[src/rtl/secctl_pkg.sv]
package secctl_pkg;
  localparam int NUM_W   = 8;
  localparam int MASK_W  = 4;
  localparam int REQ_W   = NUM_W + MASK_W;
  localparam int BANKS   = 2;   // index 1 = secure copy, 0 = non-secure copy
  localparam logic [NUM_W-1:0] NUM_CONTROL    = 8'd20;
  localparam logic [NUM_W-1:0] NUM_CONTROL_NS = 8'h94;
  localparam logic [NUM_W-1:0] NUM_STATUS_MAX = 8'd7;

  localparam int BIT_NPRIV = 0;
  localparam int BIT_SPSEL = 1;
  localparam int BIT_FPCA  = 2;
  localparam int BIT_SFPA  = 3;

  typedef struct packed {
    logic sfpa;
    logic fpca;
    logic spsel;
    logic npriv;
  } ctlBits_t;

  localparam int CTL_W = $bits(ctlBits_t);

  typedef enum logic [1:0] {
    VIEW_ZERO,
    VIEW_OWN_S,
    VIEW_OWN_NS,
    VIEW_ALIAS
  } rdView_t;

  typedef struct packed {
    logic bankSec;
    logic setNpriv;
    logic setSpsel;
    logic setFpca;
    logic setSfpa;
  } wrStrobe_t;
endpackage

[src/rtl/secctl_ctrl.sv]
module secctl_ctrl
  import secctl_pkg::*;
(
  input  logic             clk,
  input  logic             rstN,
  input  logic             isSecure,
  input  logic             isPriv,
  input  logic             isHandler,
  input  logic             hasFpu,
  input  logic             hasSecExt,
  input  logic             hasMainExt,
  input  logic             v8Mode,
  input  logic             nsFpAccess,
  input  logic             wrEn,
  input  logic [REQ_W-1:0] wrReq,
  input  logic [NUM_W-1:0] rdNum,
  output wrStrobe_t        strobe,
  output rdView_t          view
);
  logic [NUM_W-1:0]  wrNum;
  logic [MASK_W-1:0] unusedMask;
  logic privOk;
  logic hitCtl;
  logic hitAlias;

  assign wrNum      = wrReq[NUM_W-1:0];
  assign unusedMask = wrReq[REQ_W-1:NUM_W];

  // unprivileged code may reach only the status sub-fields and CONTROL
  assign privOk   = isPriv || (wrNum <= NUM_STATUS_MAX) || (wrNum == NUM_CONTROL);
  assign hitCtl   = wrEn && privOk && (wrNum == NUM_CONTROL);
  assign hitAlias = wrEn && privOk && (wrNum == NUM_CONTROL_NS) && isSecure;

  always_comb begin
    strobe = '0;
    if (hitCtl) begin
      strobe.bankSec  = isSecure;
      strobe.setSpsel = isPriv && (v8Mode || !isHandler);
      strobe.setNpriv = isPriv && hasMainExt;
      strobe.setSfpa  = hasFpu && isSecure;
      strobe.setFpca  = hasFpu && isPriv && (isSecure || !hasSecExt || nsFpAccess);
    end else if (hitAlias) begin
      strobe.bankSec  = 1'b0;
      strobe.setNpriv = 1'b1;
      strobe.setFpca  = hasFpu && nsFpAccess;
    end
  end

  always_comb begin
    unique case (rdNum)
      NUM_CONTROL:    view = isSecure ? VIEW_OWN_S : VIEW_OWN_NS;
      NUM_CONTROL_NS: view = isSecure ? VIEW_ALIAS : VIEW_ZERO;
      default:        view = VIEW_ZERO;
    endcase
  end


  sfpa_ns_blocked_chk: assert property (@(posedge clk) disable iff (!rstN)
    !isSecure |-> !strobe.setSfpa);


  nofpu_strobe_chk: assert property (@(posedge clk) disable iff (!rstN)
    !hasFpu |-> (!strobe.setFpca && !strobe.setSfpa));


  alias_ns_ignored_chk: assert property (@(posedge clk) disable iff (!rstN)
    (!isSecure && wrNum == NUM_CONTROL_NS) |-> (strobe == '0));


  unpriv_npriv_chk: assert property (@(posedge clk) disable iff (!rstN)
    !isPriv |-> (!strobe.setNpriv && !strobe.setSpsel && !strobe.setFpca));
endmodule

[src/rtl/secctl_store.sv]
module secctl_store
  import secctl_pkg::*;
#(
  parameter int DATA_W = 32
)(
  input  logic              clk,
  input  logic              rstN,
  input  wrStrobe_t         strobe,
  input  rdView_t           view,
  input  logic              fpVisible,
  input  logic [DATA_W-1:0] wrData,
  output logic [DATA_W-1:0] rdData
);
  ctlBits_t wrBits;
  logic [DATA_W-CTL_W-1:0] unusedHi;
  logic [BANKS-1:0] nprivQ;
  logic [BANKS-1:0] spselQ;
  logic fpcaQ;
  logic sfpaQ;
  logic fpcaVis;
  logic sfpaVis;
  ctlBits_t outBits;

  assign wrBits   = wrData[CTL_W-1:0];
  assign unusedHi = wrData[DATA_W-1:CTL_W];

  for (genvar b = 0; b < BANKS; b++) begin : g_bank
    localparam logic SEL = (b == 1);
    logic nprivR;
    logic spselR;
    always_ff @(posedge clk or negedge rstN) begin
      if (!rstN) begin
        nprivR <= 1'b0;
        spselR <= 1'b0;
      end else if (strobe.bankSec == SEL) begin
        if (strobe.setNpriv) nprivR <= wrBits.npriv;
        if (strobe.setSpsel) spselR <= wrBits.spsel;
      end
    end
    assign nprivQ[b] = nprivR;
    assign spselQ[b] = spselR;
  end

  // floating-point context bits exist only in the secure copy
  always_ff @(posedge clk or negedge rstN) begin
    if (!rstN) begin
      fpcaQ <= 1'b0;
      sfpaQ <= 1'b0;
    end else begin
      if (strobe.setFpca) fpcaQ <= wrBits.fpca;
      if (strobe.setSfpa) sfpaQ <= wrBits.sfpa;
    end
  end

  assign fpcaVis = fpVisible & fpcaQ;
  assign sfpaVis = fpVisible & sfpaQ;

  always_comb begin
    outBits = '0;
    unique case (view)
      VIEW_OWN_S: begin
        outBits.sfpa  = sfpaVis;
        outBits.fpca  = fpcaVis;
        outBits.spsel = spselQ[1];
        outBits.npriv = nprivQ[1];
      end
      VIEW_OWN_NS, VIEW_ALIAS: begin
        outBits.fpca  = fpcaVis;
        outBits.spsel = spselQ[0];
        outBits.npriv = nprivQ[0];
      end
      default: outBits = '0;
    endcase
  end

  assign rdData = DATA_W'(outBits);


  sfpa_hold_chk: assert property (@(posedge clk) disable iff (!rstN)
    !strobe.setSfpa |=> $stable(sfpaQ));


  fpca_hold_chk: assert property (@(posedge clk) disable iff (!rstN)
    !strobe.setFpca |=> $stable(fpcaQ));


  npriv_hold_chk: assert property (@(posedge clk) disable iff (!rstN)
    !strobe.setNpriv |=> ($stable(nprivQ[0]) && $stable(nprivQ[1])));


  nofpu_read_chk: assert property (@(posedge clk) disable iff (!rstN)
    !fpVisible |-> (rdData[BIT_FPCA] == 1'b0 && rdData[BIT_SFPA] == 1'b0));
endmodule

[src/rtl/sec_ctrl_regfile.sv]
module sec_ctrl_regfile
  import secctl_pkg::*;
#(
  parameter int DATA_W = 32
)(
  input  logic              clk,
  input  logic              rstN,
  input  logic              isSecure,
  input  logic              isPriv,
  input  logic              isHandler,
  input  logic              hasFpu,
  input  logic              hasSecExt,
  input  logic              hasMainExt,
  input  logic              v8Mode,
  input  logic              nsFpAccess,
  input  logic              wrEn,
  input  logic [11:0]       wrReq,
  input  logic [DATA_W-1:0] wrData,
  input  logic [7:0]        rdNum,
  output logic [DATA_W-1:0] rdData
);
  wrStrobe_t strobe;
  rdView_t   view;

  secctl_ctrl ctrl_i (
    .clk(clk), .rstN(rstN),
    .isSecure(isSecure), .isPriv(isPriv), .isHandler(isHandler),
    .hasFpu(hasFpu), .hasSecExt(hasSecExt), .hasMainExt(hasMainExt),
    .v8Mode(v8Mode), .nsFpAccess(nsFpAccess),
    .wrEn(wrEn), .wrReq(wrReq), .rdNum(rdNum),
    .strobe(strobe), .view(view)
  );

  secctl_store #(.DATA_W(DATA_W)) store_i (
    .clk(clk), .rstN(rstN),
    .strobe(strobe), .view(view), .fpVisible(hasFpu),
    .wrData(wrData), .rdData(rdData)
  );


  alias_ns_zero_chk: assert property (@(posedge clk) disable iff (!rstN)
    (rdNum == NUM_CONTROL_NS && !isSecure) |-> (rdData == '0));


  other_num_zero_chk: assert property (@(posedge clk) disable iff (!rstN)
    (rdNum != NUM_CONTROL && rdNum != NUM_CONTROL_NS) |-> (rdData == '0));


  ns_view_sfpa_chk: assert property (@(posedge clk) disable iff (!rstN)
    (rdNum == NUM_CONTROL && !isSecure) |-> (rdData[BIT_SFPA] == 1'b0));
endmodule

[config.mk]
export PLATFORM = sky130hd
export DESIGN_NAME = sec_ctrl_regfile
export DESIGN_NICKNAME = d
export VERILOG_FILES = /design/src/rtl/secctl_pkg.sv /design/src/rtl/secctl_ctrl.sv /design/src/rtl/secctl_store.sv /design/src/rtl/sec_ctrl_regfile.sv
export SDC_FILE = /design/constraint.sdc
export NUM_CORES = 1
export LEC_CHECK = 0
export CELL_PAD_IN_SITES_DETAIL_PLACEMENT = 0
export CELL_PAD_IN_SITES_GLOBAL_PLACEMENT = 1
export CORE_ASPECT_RATIO = 1.2
export CORE_MARGIN = 2
export CORE_UTILIZATION = 13
export CTS_BUF_LIST = sky130_fd_sc_hd__clkbuf_16
export DETAILED_ROUTE_END_ITERATION = 10
export MAX_ROUTING_LAYER = met4
export PLACE_DENSITY_LB_ADDON = 0.08
export SLEW_MARGIN = 10
export SYNTH_ARGS = -nofsm -noshare
export SYNTH_HDL_FRONTEND = slang
export SYNTH_SLANG_ARGS = --single-unit
export TNS_END_PERCENT = 100
[constraint.sdc]
create_clock -name clk -period 0.9 [get_ports clk]
set_clock_uncertainty 0.2 [all_clocks]
set_input_delay 0.09 -clock clk [delete_from_list [all_inputs] [get_ports clk]]
set_output_delay 0.09 -clock clk [all_outputs]
set_load 0.05 [all_outputs]
==> results of run 1 <==
## placed cells by master (no fill, tap or decap), drive strengths merged, types with 4 or more instances in the layout
| cell type | n |
|---|---|
| clkdlybuf4s50 | 9 |
| dfrtp | 6 |
| mux2 | 6 |
| buf | 33 |
| nand2 | 6 |
| clkdlybuf4s15 | 5 |
| inv | 4 |
| nor2 | 5 |
| conb | 28 |
| dlygate4sd2 | 6 |
| clkbuf | 5 |
## critical path: cells and delay by family (launching register included)
family | cells | cell delay [ns]
compound gates | 1 | 0.23
simple gates | 2 | 0.11
buf+inv | 1 | 0.15
mux | 1 | 0.14
flops | 1 | 0.37
## Yosys cell counts (2+ instances only)
cell type   n
mux2i_1     2
a21oi_1     2
mux2_2      2
a31oi_1     2
dfrtp_1     6
mux2_4      2
nor2_1      5
mux2_1      2
buf_4      29
inv_1       4
nand2_1     6
## area by class of cell
type | count | area, µm² | area share [%]
Sequential cell | 6 | 150 | 11.0
Inverter | 4 | 15.0 | 1.10
Multi-Input combinational cell | 65 | 536 | 39.2
Timing Repair Buffer | 55 | 514 | 37.7
Clock buffer | 3 | 75.1 | 5.50
Tap cell | 60 | 75.1 | 5.50
## metrics by stage
stage / cells / setup TNS [ns]
after floorplan: 104 / -3.90
after global placement: 181 / -8.82
after CTS: 193 / -4.32
after detailed placement: 181 / -8.94
after global routing: 193 / -4.80
final: 193 / -4.21
## how the worst max path moves through the flow
stage          slack [ns]             to  cells after the start                startpoint
2_1_floorplan       -0.56      rdData[3]                      3                  rdNum[3]
3_3_place_gp        -0.97  store_i.fpcaQ                      5                  wrReq[0]
3_5_place_dp         -1.0  store_i.fpcaQ                      5                  wrReq[0]
4_1_cts             -0.65      rdData[0]                      5  store_i.g_bank[1].nprivR
5_1_grt             -0.67      rdData[1]                      5  store_i.g_bank[1].spselR
6_report            -0.62      rdData[0]                      5  store_i.g_bank[1].nprivR
## cells by family after synthesis
kind of cell	Yosys count
and+or+nand+nor	22
AOI/OAI and AO/OA	7
DFF	6
muxes	8
buffers and inverters	33
other	1
## what timing repair did
item / CTS / global route
setup endpoints to repair: 10 / 10
pin swaps: 14 / 11
gates resized for setup: 72 / 8
setup buffers: 9 / 1
endpoints found under the hold margin: 6 / 6
## state kept, by name, summed over array words and instances, names as in the netlist
signal                 cells
store_i.sfpaQ              1
store_i.fpcaQ              1
store_i.g_bank.nprivR      2
store_i.g_bank.spselR      2
## per-layer routing
| metal | vias up | track usage (%) | wire (µm) |
|---|---|---|---|
| met3 | 2 | 2.67 | 151 |
| met5 | - | - | 0 |
| met4 | 0 | 2.10 | 19 |
| met2 | 42 | 12.1 | 1040 |
| met1 | 309 | 8.96 | 866 |
| li1 | 319 | - | - |
## where the power goes
group / leakage [nW] / switching, W / internal, W
combinational: 0.525 / 0.000356 / 0.000168
sequential: 0.0836 / 0.00000212 / 0.000275
clock: 0.0370 / 0.000170 / 0.000572
==> impl_metrics.py, run 1 <==
metrics = {
    "logic_synthesis": {
        "synthFlopType": "dfrtp_1",
        "synth_compound_gate_area_share_pct": 7.34,
        "yosysTopAreaCell": "buf_4",
        "async_flop_share_pct": 100,
        "synth-edff-count": 0,
        "synthSimpleGateAreaFrac_pct": 22.0,
        "yosysSeqAreaShare_pct": 22.0,
        "synthCells": 77,
        "yosys_warnings": 0,
        "ys_types": 26,
        "syn_area_um2": 682,
        "syn_avg_cell_area_um2": 8.86,
        "synthXorXnorAreaFrac_pct": 0,
        "synthAdderAreaFrac_pct": 0,
        "synth_mux_area_share_pct": 13.9,
        "synth.top_cells.by_area": "buf_4 (32%), dfrtp_1 (22%), mux2_4 (4.4%)",
        "synth_top_family_by_area": "buffers and inverters",
        "synth.ff_latch_count": 6,
        "synth_top_cell_area_share_pct": 31.9,
    },
    "drt": {
        "ant_nets": 0,
        "remaining_drc_errors": 0,
        "drt_pre_antenna_iters": 2,
        "totalWireLength_um": 2080,
        "via_per_inst": 3.48,
        "drtIter0Drc": 3,
        "wire_per_inst_um": 10.8,
        "vias": 672,
    },
    "sta": {
        "drv_slew": 0,
        "period_minus_slack_ns": 1.52,
        "rsz0062_at_grt": "true",
        "clock.fmax_mhz": 657,
        "worst_slack_ns": -0.623,
        "setup_violations": 10,
        "finalCritPeriodShare_pct": 169,
        "finalHoldViolCount": 6,
        "timing.hold.ws_ns": -0.0271,
    },
    "cells_and_area": {
        "postLayoutCoreUtil_pct": 27.2,
        "design_area_mm2": 0.00137,
        "layout.nets": 198,
        "synthToLayoutAreaGrowth_pct": 100,
        "drive_gt1_share_pct": 50.4,
        "fillers": 556,
        "diodes": 0,
    },
    "setup_path": {
        "cp.required_ns": 0.61,
        "worstSetupEndpointType": "output port",
        "crit_type": "flip-flop to output port",
        "cp_slowest_cell": "dfrtp_1",
        "cp-start-kind": "flip-flop",
        "r2r-end": "store_i.g_bank[0].spselR",
        "r2r_cells": 2,
        "arrival_ns": 1.23,
        "path_max_fanout": 2,
        "r2r_start": "store_i.g_bank[0].spselR",
        "worst_path_largest_cell_delay_ns": 0.37,
        "path_cells": "mux2i_1 > nor2_1 > a31oi_2 > nor2_4 > buf_8",
        "r2r_slack_ns": -0.18,
    },
    "power_and_ir_drop": {
        "totalPowerFinal_w": 0.00154,
        "cellPowerDensity_mw_per_mm2": 1130,
        "p_leak_nw": 0.646,
        "peakVddDrop_mv": 0.430,
    },
    "placed_design": {
        "dpl_cell_area_mm2": 0.00116,
        "hpwlAfterDp_um": 1660,
        "gp_congestion": 0.657,
        "portBuffers": 34,
        "place_ws_ns": -0.999,
    },
    "min_path": {
        "hp-class": "input port to asynchronous set/reset pin",
    },
    "grt": {
        "grt-ovfl-total": 0,
        "grt_usage_pct": 7.57,
        "grt_first_pass_wirelength_um": 3320,
        "antenna_found_initial": 0,
        "grt_max_degree": 7,
        "grt_pass1_vias": 690,
    },
    "die": {
        "die_height_um": 83.3,
        "start_util_pct": 13.6,
        "die-width_um": 70.1,
        "ioPinCount": 95,
        "core_mm2": 0.00501,
        "die_area_mm2": 0.00584,
        "rows": 28,
    },
    "flow_run": {
        "max-cap-violations": 0,
    },
    "clocking": {
        "clk_path_buf_depth": 2,
        "cts_tree": "done",
        "numCtsBuffers": 3,
        "clk_pin_slew_ns": 0.04,
        "clock_latency_ns": 0.23,
        "htreeDepth": 1,
        "clockRootBuffer": "clkbuf_16",
        "cts_num_sinks": 6,
    },
    "outcome": {
        "violations": "hold timing, setup timing",
        "status": "finished, violations left",
    },
}
No activity file was read; power rests on OpenSTA's default activity.
==> run 2: changes to the inputs <==
--- a/config.mk
+++ b/config.mk
@@ -5,11 +5,12 @@
 export SDC_FILE = /design/constraint.sdc
 export NUM_CORES = 1
 export LEC_CHECK = 0
+export ABC_AREA = 1
 export CELL_PAD_IN_SITES_DETAIL_PLACEMENT = 0
 export CELL_PAD_IN_SITES_GLOBAL_PLACEMENT = 1
 export CORE_ASPECT_RATIO = 1.2
 export CORE_MARGIN = 2
-export CORE_UTILIZATION = 13
+export CORE_UTILIZATION = 14
 export CTS_BUF_LIST = sky130_fd_sc_hd__clkbuf_16
 export DETAILED_ROUTE_END_ITERATION = 10
 export MAX_ROUTING_LAYER = met4
==> run 2 against run 1 <==
Net effect: final area increased by 13%; die area rose by 9.5%; global-route usage shrank 0.076 points; critical endpoint unchanged; setup slack improved by 0.13 ns; power up 0.19%; the run still ends with hold timing, setup timing left; highest routed layer unchanged; sequential power barely moved; combinational power rose by 7.6%; sequential share of layout area shrank 1.3 points; fmax rose by 9.1%; core utilization rose by 0.24 points; clock power is 5.1% lower.
==> impl_metrics.py, run 2 <==
metrics = {
    "clocking": {
        "cts_tree": "done",
        "clk_pin_slew_ns": 0.03,
        "numCtsBuffers": 3,
        "clockRootBuffer": "clkbuf_16",
        "clock_latency_ns": 0.22,
        "clk_path_buf_depth": 2,
        "cts_num_sinks": 6,
        "htreeDepth": 1,
    },
    "grt": {
        "grt_max_degree": 7,
        "grtUsageMet2_pct": 13.4,
        "grt_pass1_vias": 891,
        "grt-ovfl-total": 0,
        "grt.busiest_layer": "met2",
        "use_met3_pct": 1.74,
        "antenna_found_initial": 0,
        "grt_first_pass_wirelength_um": 3680,
        "grt_usage_pct": 7.49,
        "gr-usage-met1_pct": 8.23,
    },
    "die": {
        "core_mm2": 0.00563,
        "die_height_um": 87.2,
        "die_area_mm2": 0.00640,
        "rows": 30,
        "ioPinCount": 95,
        "start_util_pct": 14.4,
        "die-width_um": 73.4,
    },
    "min_path": {
        "hp-class": "input port to asynchronous set/reset pin",
    },
    "cells_and_area": {
        "postLayoutCoreUtil_pct": 27.5,
        "synthToLayoutAreaGrowth_pct": 91.5,
        "layout.nets": 243,
        "reg_top3": "store_i.g_bank.nprivR (2), store_i.g_bank.spselR (2)",
        "diodes": 0,
        "fin_cells": 242,
        "fillers": 637,
        "final_common_cell": "conb_1",
        "final_cell_mix": "conb_1 (28), buf_4 (15), nand2_1 (14), nand2_2 (12), inv_1 (12)",
        "drive_gt1_share_pct": 51.1,
    },
    "sta": {
        "timing.hold.ws_ns": -0.0825,
        "rsz0062_at_grt": "true",
        "clock.fmax_mhz": 716,
        "drv_slew": 0,
        "period_minus_slack_ns": 1.40,
        "finalHoldViolCount": 6,
        "setup_violations": 10,
        "worst_slack_ns": -0.497,
        "finalCritPeriodShare_pct": 155,
    },
    "logic_synthesis": {
        "synthFlopType": "dfrtp_1",
        "syn_avg_cell_area_um2": 6.36,
        "synthCells": 127,
        "ys_types": 24,
        "synth_top_cell_area_share_pct": 26.0,
        "synth-edff-count": 0,
        "synth.ff_latch_count": 6,
        "synthMostInstantiatedCell": "buf_4",
        "ys_top_cells_by_count": "buf_4 (28), nand2_1 (26), inv_1 (19)",
        "yosysTopAreaCell": "buf_4",
        "syn_area_um2": 808,
        "synth.top_cells.by_area": "buf_4 (26%), dfrtp_1 (19%), nand2_1 (12%)",
        "yosysSeqAreaShare_pct": 18.6,
        "async_flop_share_pct": 100,
        "yosys_warnings": 0,
    },
    "setup_path": {
        "r2r_slack_ns": -0.04,
        "cp.required_ns": 0.61,
        "r2r-end": "store_i.fpcaQ",
        "crit_type": "input port to output port",
        "cp-startpoint": "rdNum[5]",
        "path_max_fanout": 2,
        "crit_end": "rdData[0]",
        "r2r_cells": 3,
        "worstSetupEndpointType": "output port",
        "arrival_ns": 1.11,
        "r2r_start": "store_i.fpcaQ",
        "cp-start-kind": "input port",
    },
    "placed_design": {
        "gp_congestion": 0.678,
        "portBuffers": 34,
        "dp.cells": 236,
        "hpwlAfterDp_um": 1970,
    },
    "outcome": {
        "status": "finished, violations left",
        "violations": "hold timing, setup timing",
    },
    "drt": {
        "via_per_inst": 3.57,
        "drt_pre_antenna_iters": 4,
        "remaining_drc_errors": 0,
        "wire_per_inst_um": 9.66,
        "ant_nets": 0,
        "totalWireLength_um": 2340,
        "vias": 863,
        "drtIter0Drc": 5,
    },
    "power_and_ir_drop": {
        "cellPowerDensity_mw_per_mm2": 999,
        "peakVddDrop_mv": 0.642,
        "p_leak_nw": 0.779,
    },
    "flow_run": {
        "max-cap-violations": 0,
    },
}
run 2: cell count changes after synthesis, sizes merged, moves of 2 or more:
cell and change:
nand2 +25, inv +16, nor2 +11, nand3 +10
mux2 -6, clkinv +2, mux2i -2, nand4 +2
nor4b -2, o21ai +2
run 2: report_power, final:
| group | total [W] | switching, W | internal (W) |
|---|---|---|---|
| sequential | 0.000279 | 0.00000305 | 0.000275 |
| combinational | 0.000564 | 0.000395 | 0.000168 |
| clock | 0.000704 | 0.000135 | 0.000569 |
run 2: kinds of logic (layout without fill, tap and decap cells):
| logic type | after synthesis | in the layout | synth area share (%) |
|---|---|---|---|
| flops | 6 | 6 | 18.6 |
| simple gates | 62 | 62 | 39.0 |
| compound gates | 7 | 7 | 4.95 |
| other cells | 1 | 28 | 0.464 |
| buf+inv | 51 | 75 | 37.0 |
run 2: worst min-delay path by stage:
stage / startpoint / end / slack (ns)
floorplan: rstN / store_i.fpcaQ / -0.41
global placement: rstN / store_i.sfpaQ / 0.17
detailed placement: rstN / store_i.fpcaQ / 0.17
CTS: rstN / store_i.sfpaQ / -0.07
global route: rstN / store_i.fpcaQ / -0.07
finish: rstN / store_i.g_bank[0].spselR / -0.08
run 2: worst max-delay path: stages:
cell and delay, ns:
clkbuf_2 0.09, inv_2 0.04, nand2_2 0.06, buf_4 0.13, nor3b_2 0.20, nand3_1 0.12
nand2_2 0.10, nand2_2 0.06, o21ai_4 0.07, buf_12 0.15
run 2: cell type report:
class	instances	area [µm²]	share of cell area [%]
inverters	22	109	7.03
repair buffers	50	485	31.4
multi-input cells	97	648	41.9
clock buffers	3	75.1	4.85
well taps	64	80.1	5.17
flip-flops and latches	6	150	9.70
run 2: layer usage:
layer  share of wire [%]  wire length (µm)  up-vias
li1                    -                 -      434
met5                   0                 0        -
met3                 8.4               196        2
met1                  40               941      382
met4                0.77                18        0
met2                  50              1180       45
run 2: repair_timing:
| action | CTS | global route |
|---|---|---|
| pin swaps | 28 | 19 |
| setup buffers | 2 | 1 |
| hold endpoints to repair | 6 | 6 |
| endpoints found under the setup margin | 10 | 10 |
| gates resized for setup | 101 | 21 |
run 2: metrics by stage:
| step | worst slack (ns) | instance area [µm²] | hold WS, ns | setup TNS [ns] | total power [W] |
|---|---|---|---|---|---|
| after floorplan | -0.356 | 1020 | -0.406 | -2.43 | 0.000711 |
| after global placement | -1.02 | 1360 | 0.168 | -9.30 | 0.000827 |
| after detailed placement | -1.07 | 1360 | 0.170 | -9.56 | 0.000827 |
| after CTS | -0.567 | 1510 | -0.0676 | -3.02 | 0.00155 |
| after global routing | -0.614 | 1550 | -0.0689 | -3.69 | 0.00161 |
| final | -0.497 | 1550 | -0.0825 | -2.73 | 0.00155 |
